**src/rtl/acs_pkg.sv**
```systemverilog
package acs_pkg;

    localparam int SYM_W   = 3;
    localparam int BM_W    = SYM_W + 1;
    localparam int NUM_BM  = 4;
    localparam int PM_W    = 8;
    localparam int SUM_W   = PM_W + 1;
    localparam int N_MAX   = 32;
    localparam int N_K4    = 8;
    localparam int N_BF    = N_MAX / 2;
    localparam int N_BF_K4 = N_K4 / 2;
    localparam int BM_MAX  = 2 * ((1 << SYM_W) - 1);

    typedef logic [BM_W-1:0] bm_t;
    typedef logic [PM_W-1:0] pm_t;
    typedef logic [N_MAX-1:0][PM_W-1:0] pm_vec_t;

    typedef struct packed {
        logic                   vld;
        logic                   first;
        logic                   k6;
        bm_t [NUM_BM-1:0]       bm;
    } bm_stage_t;

    function automatic bm_t soft_add(input logic [SYM_W-1:0] a, input logic [SYM_W-1:0] b);
        return {1'b0, a} + {1'b0, b};
    endfunction

endpackage

```
**src/rtl/acs_bm_stage.sv**
```systemverilog
module acs_bm_stage
    import acs_pkg::*;
(
    input  logic             clk,
    input  logic             rst_n,
    input  logic             in_valid,
    input  logic             start,
    input  logic             mode,
    input  logic [SYM_W-1:0] sym0,
    input  logic [SYM_W-1:0] sym1,
    output bm_stage_t        stg_q
);

    logic             md_q;
    logic             take_start;
    logic [SYM_W-1:0] inv0;
    logic [SYM_W-1:0] inv1;
    bm_stage_t        stg_d;

    assign take_start = in_valid & start;
    assign inv0       = ~sym0;
    assign inv1       = ~sym1;

    always_comb begin
        stg_d.vld   = in_valid;
        stg_d.first = take_start;
        stg_d.k6    = take_start ? mode : md_q;
        stg_d.bm[0] = soft_add(sym0, sym1);
        stg_d.bm[1] = soft_add(sym0, inv1);
        stg_d.bm[2] = soft_add(inv0, sym1);
        stg_d.bm[3] = soft_add(inv0, inv1);
    end

    always_ff @(posedge clk) begin
        if (!rst_n) begin
            stg_q <= '0;
            md_q  <= 1'b0;
        end else begin
            stg_q <= stg_d;
            if (take_start) begin
                md_q <= mode;
            end
        end
    end


    bm_range_chk: assert property (@(posedge clk) disable iff (!rst_n)
        stg_q.vld |-> (stg_q.bm[0] <= BM_W'(BM_MAX) && stg_q.bm[3] <= BM_W'(BM_MAX)));

endmodule

```
**src/rtl/acs_bfly.sv**
```systemverilog
module acs_bfly
    import acs_pkg::*;
(
    input  pm_t  pm_a,
    input  pm_t  pm_b,
    input  bm_t  bm_x,
    input  bm_t  bm_y,
    output pm_t  pm_up,
    output pm_t  pm_lo,
    output logic dec_up,
    output logic dec_lo,
    output logic ovf
);

    logic [SUM_W-1:0] up_a, up_b, lo_a, lo_b;
    logic [SUM_W-1:0] up_win, lo_win;

    always_comb begin
        up_a   = {1'b0, pm_a} + SUM_W'(bm_x);
        up_b   = {1'b0, pm_b} + SUM_W'(bm_y);
        lo_a   = {1'b0, pm_a} + SUM_W'(bm_y);
        lo_b   = {1'b0, pm_b} + SUM_W'(bm_x);
        dec_up = (up_b < up_a);
        dec_lo = (lo_b < lo_a);
        up_win = dec_up ? up_b : up_a;
        lo_win = dec_lo ? lo_b : lo_a;
        pm_up  = up_win[PM_W-1:0];
        pm_lo  = lo_win[PM_W-1:0];
        ovf    = up_win[PM_W] | lo_win[PM_W];
    end

endmodule

```
**src/rtl/acs_norm.sv**
```systemverilog
module acs_norm
    import acs_pkg::*;
#(
    parameter int N       = N_MAX,
    parameter int N_SMALL = N_K4
) (
    input  logic [N-1:0][PM_W-1:0] raw,
    input  logic                   k6,
    output logic [N-1:0][PM_W-1:0] cleaned,
    output logic                   cleared
);

    logic all_big;
    logic all_small;

    always_comb begin
        all_big   = 1'b1;
        all_small = 1'b1;
        for (int s = 0; s < N; s++) begin
            if (!raw[s][PM_W-1]) begin
                all_big = 1'b0;
                if (s < N_SMALL) begin
                    all_small = 1'b0;
                end
            end
        end
        cleared = k6 ? all_big : all_small;
        cleaned = raw;
        if (cleared) begin
            for (int s = 0; s < N; s++) begin
                cleaned[s][PM_W-1] = 1'b0;
            end
        end
    end

endmodule

```
**src/rtl/dual_k_acs.sv**
```systemverilog
module dual_k_acs
    import acs_pkg::*;
#(
    parameter logic [2*N_BF-1:0]    BM_SEL0_K6 = 32'h639C639C,
    parameter logic [2*N_BF-1:0]    BM_SEL1_K6 = 32'h9C639C63,
    parameter logic [2*N_BF_K4-1:0] BM_SEL0_K4 = 8'hB4,
    parameter logic [2*N_BF_K4-1:0] BM_SEL1_K4 = 8'h4B,
    parameter logic [PM_W-1:0]      INIT_BIG   = 8'd64
) (
    input  logic                  clk,
    input  logic                  rst_n,
    input  logic                  in_valid,
    input  logic                  start,
    input  logic                  mode,
    input  logic [SYM_W-1:0]      sym0,
    input  logic [SYM_W-1:0]      sym1,
    output logic                  out_valid,
    output logic [N_MAX*PM_W-1:0] pm_out,
    output logic [N_MAX-1:0]      dec_out
);

    bm_stage_t        stg_q;
    pm_vec_t          pm_q;
    pm_vec_t          pm_src;
    pm_vec_t          init_vec;
    pm_vec_t          bf_pm;
    pm_vec_t          raw_m;
    pm_vec_t          pm_next;
    logic [N_MAX-1:0] bf_dec;
    logic [N_MAX-1:0] dec_m;
    logic [N_MAX-1:0] dec_q;
    logic [N_BF-1:0]  bf_ovf;
    logic             ovf_any;
    logic             norm_hit;
    logic             v2_q;
    logic             k6_2_q;
    pm_vec_t          out_pm_q;
    logic [N_MAX-1:0] out_dec_q;
    logic             out_v_q;

    acs_bm_stage u_bm (
        .clk      (clk),
        .rst_n    (rst_n),
        .in_valid (in_valid),
        .start    (start),
        .mode     (mode),
        .sym0     (sym0),
        .sym1     (sym1),
        .stg_q    (stg_q)
    );

    always_comb begin
        for (int s = 0; s < N_MAX; s++) begin
            init_vec[s] = (s == 0) ? '0 : INIT_BIG;
        end
        pm_src = stg_q.first ? init_vec : pm_q;
    end

    for (genvar i = 0; i < N_BF; i++) begin : g_bf
        localparam logic [1:0] SX6 = BM_SEL0_K6[2*i +: 2];
        localparam logic [1:0] SY6 = BM_SEL1_K6[2*i +: 2];
        pm_t pm_b_in;
        bm_t bm_x_in;
        bm_t bm_y_in;

        if (i < N_BF_K4) begin : g_shared
            localparam logic [1:0] SX4 = BM_SEL0_K4[2*i +: 2];
            localparam logic [1:0] SY4 = BM_SEL1_K4[2*i +: 2];
            assign pm_b_in = stg_q.k6 ? pm_src[i + N_BF] : pm_src[i + N_BF_K4];
            assign bm_x_in = stg_q.k6 ? stg_q.bm[SX6] : stg_q.bm[SX4];
            assign bm_y_in = stg_q.k6 ? stg_q.bm[SY6] : stg_q.bm[SY4];
        end else begin : g_large_only
            assign pm_b_in = pm_src[i + N_BF];
            assign bm_x_in = stg_q.bm[SX6];
            assign bm_y_in = stg_q.bm[SY6];
        end

        acs_bfly u_bfly (
            .pm_a   (pm_src[i]),
            .pm_b   (pm_b_in),
            .bm_x   (bm_x_in),
            .bm_y   (bm_y_in),
            .pm_up  (bf_pm[2*i]),
            .pm_lo  (bf_pm[2*i+1]),
            .dec_up (bf_dec[2*i]),
            .dec_lo (bf_dec[2*i+1]),
            .ovf    (bf_ovf[i])
        );
    end

    always_comb begin
        ovf_any = 1'b0;
        for (int s = 0; s < N_MAX; s++) begin
            if (stg_q.k6 || s < N_K4) begin
                raw_m[s] = bf_pm[s];
                dec_m[s] = bf_dec[s];
            end else begin
                raw_m[s] = '0;
                dec_m[s] = 1'b0;
            end
        end
        for (int i = 0; i < N_BF; i++) begin
            if (stg_q.k6 || i < N_BF_K4) begin
                ovf_any = ovf_any | bf_ovf[i];
            end
        end
    end

    acs_norm #(
        .N       (N_MAX),
        .N_SMALL (N_K4)
    ) u_norm (
        .raw     (raw_m),
        .k6      (stg_q.k6),
        .cleaned (pm_next),
        .cleared (norm_hit)
    );

    always_ff @(posedge clk) begin
        if (!rst_n) begin
            pm_q   <= '0;
            dec_q  <= '0;
            v2_q   <= 1'b0;
            k6_2_q <= 1'b0;
        end else begin
            v2_q <= stg_q.vld;
            if (stg_q.vld) begin
                pm_q   <= pm_next;
                dec_q  <= dec_m;
                k6_2_q <= stg_q.k6;
            end
        end
    end

    always_ff @(posedge clk) begin
        if (!rst_n) begin
            out_v_q   <= 1'b0;
            out_pm_q  <= '0;
            out_dec_q <= '0;
        end else begin
            out_v_q <= v2_q;
            if (v2_q) begin
                out_pm_q  <= pm_q;
                out_dec_q <= dec_q;
            end
        end
    end

    assign out_valid = out_v_q;
    assign pm_out    = out_pm_q;
    assign dec_out   = out_dec_q;

    logic [N_MAX-1:0] msb_q;
    always_comb begin
        for (int s = 0; s < N_MAX; s++) begin
            msb_q[s] = pm_q[s][PM_W-1];
        end
    end


    no_overflow_chk: assert property (@(posedge clk) disable iff (!rst_n)
        stg_q.vld |-> !ovf_any);


    norm_msb_chk: assert property (@(posedge clk) disable iff (!rst_n)
        stg_q.vld |=> (k6_2_q ? !(&msb_q) : !(&msb_q[N_K4-1:0])));


    k4_upper_chk: assert property (@(posedge clk) disable iff (!rst_n)
        (stg_q.vld && !stg_q.k6) |=> (dec_q[N_MAX-1:N_K4] == '0 && pm_q[N_MAX-1:N_K4] == '0));


    gap_hold_chk: assert property (@(posedge clk) disable iff (!rst_n)
        !stg_q.vld |=> $stable(pm_q));


    latency_rise_chk: assert property (@(posedge clk) disable iff (!rst_n)
        v2_q |=> out_valid);


    latency_idle_chk: assert property (@(posedge clk) disable iff (!rst_n)
        !v2_q |=> !out_valid);


    start_load_chk: assert property (@(posedge clk) disable iff (!rst_n)
        (stg_q.vld && stg_q.first) |=> (pm_q[0] <= PM_W'(BM_MAX)));

endmodule

```
**config.mk**
```make
export PLATFORM = sky130hd
export DESIGN_NAME = dual_k_acs
export DESIGN_NICKNAME = d
export VERILOG_FILES = /design/src/rtl/acs_pkg.sv /design/src/rtl/acs_bm_stage.sv /design/src/rtl/acs_bfly.sv /design/src/rtl/acs_norm.sv /design/src/rtl/dual_k_acs.sv
export SDC_FILE = /design/constraint.sdc
export NUM_CORES = 2
export LEC_CHECK = 0
export ABC_CLOCK_PERIOD_IN_PS = 9200
export BUFFER_PORTS_ARGS = -buffer_cell sky130_fd_sc_hd__clkbuf_2
export CELL_PAD_IN_SITES_DETAIL_PLACEMENT = 0
export CELL_PAD_IN_SITES_GLOBAL_PLACEMENT = 2
export CORE_MARGIN = 4
export CORE_UTILIZATION = 38
export CTS_CLUSTER_DIAMETER = 150
export DETAILED_ROUTE_END_ITERATION = 10
export PLACE_DENSITY = 0.86
export SLEW_MARGIN = 15
export SYNTH_ARGS = -nofsm -noshare
export SYNTH_HDL_FRONTEND = slang
export SYNTH_SLANG_ARGS = --single-unit
```
**constraint.sdc**
```tcl
create_clock -name clk -period 9.2 [get_ports clk]
set_input_delay 0.46 -clock clk [delete_from_list [all_inputs] [get_ports clk]]
set_output_delay 0.46 -clock clk [all_outputs]
set_load 0.02 [all_outputs]
```
==> flow_metrics.env <==
export IMPL_outcome="complete, no violations"
export IMPL_period_share=0.695
export IMPL_skew_ns=0.0266
export IMPL_synth_fp_nets=5910
export IMPL_drv_slew=0
export IMPL_via_per_inst=5.43
export IMPL_synth_area_leader_cell="dfxtp_1"
export IMPL_max_slew_worst_pin_slew_ns=1.25
export IMPL_fin_area_mm2=0.0502
export IMPL_dp_slack_ns=2.98
export IMPL_placed_cell_area_mm2=0.0476
export IMPL_hp_start="in_valid"
export IMPL_crit_chain="buf_4 > nand2_1 > o21ai_0 > ha_1 > a211o_1 > a21oi_1 > nor2b_1 > xnor2_1 > nor2_1 > inv_1 > ha_1 > nand2_1 > nor2_1 > nand3_1 > o21ai_1 > mux2i_1 > nand4_1 > nor3_1 > nand4_1 > buf_4 > a32o_1"
export IMPL_p_leak_nw=21.9
export IMPL_dp_cells=6951
export IMPL_io_buffers=299
export IMPL_post_dp_hpwl_mm=123
export IMPL_clock_latency_ns=0.67
export IMPL_synth_cell_types=74
export IMPL_drive_gt1_frac=0.0985
export IMPL_numCtsBuffers=75
export IMPL_wl_mm=161
export IMPL_drt_iter0_drc=2741
export IMPL_max_freq_mhz=157
export IMPL_critical_path_class="register to register"
export IMPL_synthCells=5335
export IMPL_drc=0
export IMPL_syn2layout_area_growth_pct=12.2
export IMPL_ys_seq_area_frac=0.266
export IMPL_ys_warn_count=0
export IMPL_period_minus_slack_ns=6.39
export IMPL_grt_pass1_vias=36700
export IMPL_antenna_found_initial=4
export IMPL_die_y_um=351
export IMPL_clkTransAtPathRegs_ns=0.06
export IMPL_syn_area_per_cell_um2=8.39
export IMPL_synth_area_leaders="dfxtp_1 27%, ha_1 14%, mux2i_1 10%"
export IMPL_finalSetupTns_ns=0
export IMPL_wl_per_cell_um=22.7
export IMPL_maxCapViolations=0
export IMPL_grt_overflow=0
export IMPL_powerDensity_mw_per_mm2=156
export IMPL_dr_pass1_iters=6
export IMPL_worst_setup_path_end_kind="register"
export IMPL_htreeDepth=3
export IMPL_setup_viol=0
export IMPL_cts_resized=0
export IMPL_stdcell_count=7090
export IMPL_slowest_delay_ns=0.78
export IMPL_rows=125
export IMPL_fin_nets=6080
export IMPL_fp_dieArea_mm2=0.123
export IMPL_grt_start_max_net_pins=140
export IMPL_hp_class="primary input to register"
export IMPL_critPathLaunch="u_bm.stg_q[16]$_SDFFE_PN0P_"
export IMPL_cts_tree="yes"
export IMPL_cts_max_path_buffers=3
export IMPL_synthFlopType="dfxtp_1"
export IMPL_ant_nets=0
export IMPL_slew_headroom=0.169
export IMPL_worstSetupStartpointType="register"
export IMPL_hold_viol_final=0
export IMPL_arrival_ns=6.94
export IMPL_synth_area_mm2=0.0447
export IMPL_die_x_um=351
export IMPL_start_util=0.384
export IMPL_grt_setup_unrepaired="false"
export IMPL_async_flop_share=0
export IMPL_num_io_pins=300
export IMPL_track_usage=0.255
export IMPL_yosysTopAreaCellShare=0.266
export IMPL_vdd_drop_max_v=0.000122
export IMPL_fillers=11600
export IMPL_path_max_fanout=42
export IMPL_cpMaxStageDelayCell="o21ai_1"
export IMPL_grt_pass1_wl_mm=238
export IMPL_coreArea_mm2=0.117
export IMPL_route_vias_total=38500
export IMPL_gp_congestion=0.901
export IMPL_ys_ff_latch=595
export IMPL_reg2reg_from="u_bm.stg_q[16]$_SDFFE_PN0P_"
export IMPL_finalWorstSetupSlack_ns=2.81
export IMPL_synth_edf_count=0
export IMPL_cts_root_buffer="clkbuf_16"
export IMPL_clock_sinks=595
export IMPL_required_ns=9.75
## flip-flops by register name (all words and copies together), names as in the netlist
| register | cells |
|---|---|
| v2_q | 1 |
| dec_q | 32 |
| dec_out | 32 |
| pm_q | 224 |
| msb_q | 32 |
| out_valid | 1 |
| u_bm.stg_q | 17 |
| pm_out | 256 |
## path summary, 6_finish.rpt
check	endpoint	slack, ns	depth (start not counted)
worst max-delay path	msb_q[18]$_SDFFE_PN0P_	2.81	21
worst min-delay path	u_bm.stg_q[18]$_SDFF_PN0_	0.08	2
worst max register to register	msb_q[18]$_SDFFE_PN0P_	2.81	21
worst min register to register	pm_out[160]$_SDFFE_PN0P_	0.49	2
## logic make-up after synthesis
| logic type | Yosys count | synth area share |
|---|---|---|
| AO/OA/AOI/OAI | 1133 | 0.162 |
| XOR/XNOR | 288 | 0.0564 |
| adder cells (fa/ha/maj) | 564 | 0.169 |
| buffers and inverters | 588 | 0.0505 |
| flip-flops | 595 | 0.266 |
| multiplexers | 490 | 0.110 |
| AND/OR/NAND/NOR | 1677 | 0.185 |
## critical path: cells and delay by family (launching register included)
| family | cells | cell delay (ns) |
|---|---|---|
| AOI/OAI and AO/OA | 5 | 1.90 |
| xor gates and xnor gates | 1 | 0.12 |
| adders and majority gates | 2 | 0.64 |
| buffers and inverters | 3 | 0.93 |
| DFF | 1 | 0.72 |
| muxes | 1 | 0.41 |
| and+or+nand+nor | 9 | 1.51 |
## what timing repair did
item | CTS | global route
hold endpoints to repair | 1 | 0
setup buffers | 0 | 0
hold buffers | 1 | 0
## synthesized netlist by cell type, types with 55 or more instances
cell type / number
a211oi_1: 94
dfxtp_1: 595
or3_1: 68
ha_1: 496
xor2_1: 99
o21ai_0: 203
o22ai_1: 106
nor2_1: 640
nor2b_1: 329
nand3_1: 66
a21o_1: 130
mux2i_1: 460
fa_1: 68
and2_1: 159
inv_1: 327
xnor2_1: 189
nand2_1: 226
buf_1: 55
clkbuf_1: 177
a21oi_1: 318
o21a_1: 62
## cell usage in the layout, fill, tap and decap left out, types with 50 or more instances in the layout
cell | Yosys | routed
nor2_1 | 640 | 640
o21ai_0 | 203 | 196
buf_4 | 1 | 50
clkbuf_2 | 0 | 298
o21a_1 | 62 | 62
ha_1 | 496 | 496
and3_1 | 52 | 52
xnor2_1 | 189 | 189
clkbuf_16 | 0 | 78
inv_1 | 327 | 324
a211oi_1 | 94 | 93
or3_1 | 68 | 68
nor2b_1 | 329 | 328
a21oi_1 | 318 | 318
xor2_1 | 99 | 99
dfxtp_1 | 595 | 585
nand2_1 | 226 | 225
a21o_1 | 130 | 130
o22ai_1 | 106 | 106
mux2i_1 | 460 | 460
and2_1 | 159 | 158
nand3_1 | 66 | 66
fa_1 | 68 | 68
## power by group
part / internal [mW] / total (mW) / switching [mW]
sequential: 2.63 / 2.74 / 0.109
combinational: 0.795 / 2.06 / 1.26
clock: 1.80 / 3.06 / 1.26
## layout make-up
cell class	instances	area [um2]	area share
clock inverters	37	407	0.00810
well taps	1524	1910	0.0380
repair buffers	354	1970	0.0393
diodes	1	2.50	0.0000499
clock buffers	100	2140	0.0427
inverters	327	1230	0.0246
multi-input cells	4152	30600	0.610
flip-flops and latches	595	11900	0.238
## layer usage
| metal | vias to the layer above | wire length [um] | GRT usage |
|---|---|---|---|
| met1 | 18300 | 74600 | 0.349 |
| li1 | 19000 | - | - |
| met4 | 2 | 5760 | 0.0854 |
| met3 | 224 | 8430 | 0.0373 |
| met2 | 1001 | 72000 | 0.411 |
| met5 | - | 12 | 0 |
## through the flow
stage	power, mW	utilization	hold WS [ns]
floorplan	4.21	-	0.456
global placement	4.81	0.409	0.472
detailed placement	4.82	0.409	0.480
CTS	7.91	0.431	0.0346
global route	8.24	0.431	0.0547
finish	7.85	0.431	0.0840
Note: power is estimated with default switching activity, not from simulation.
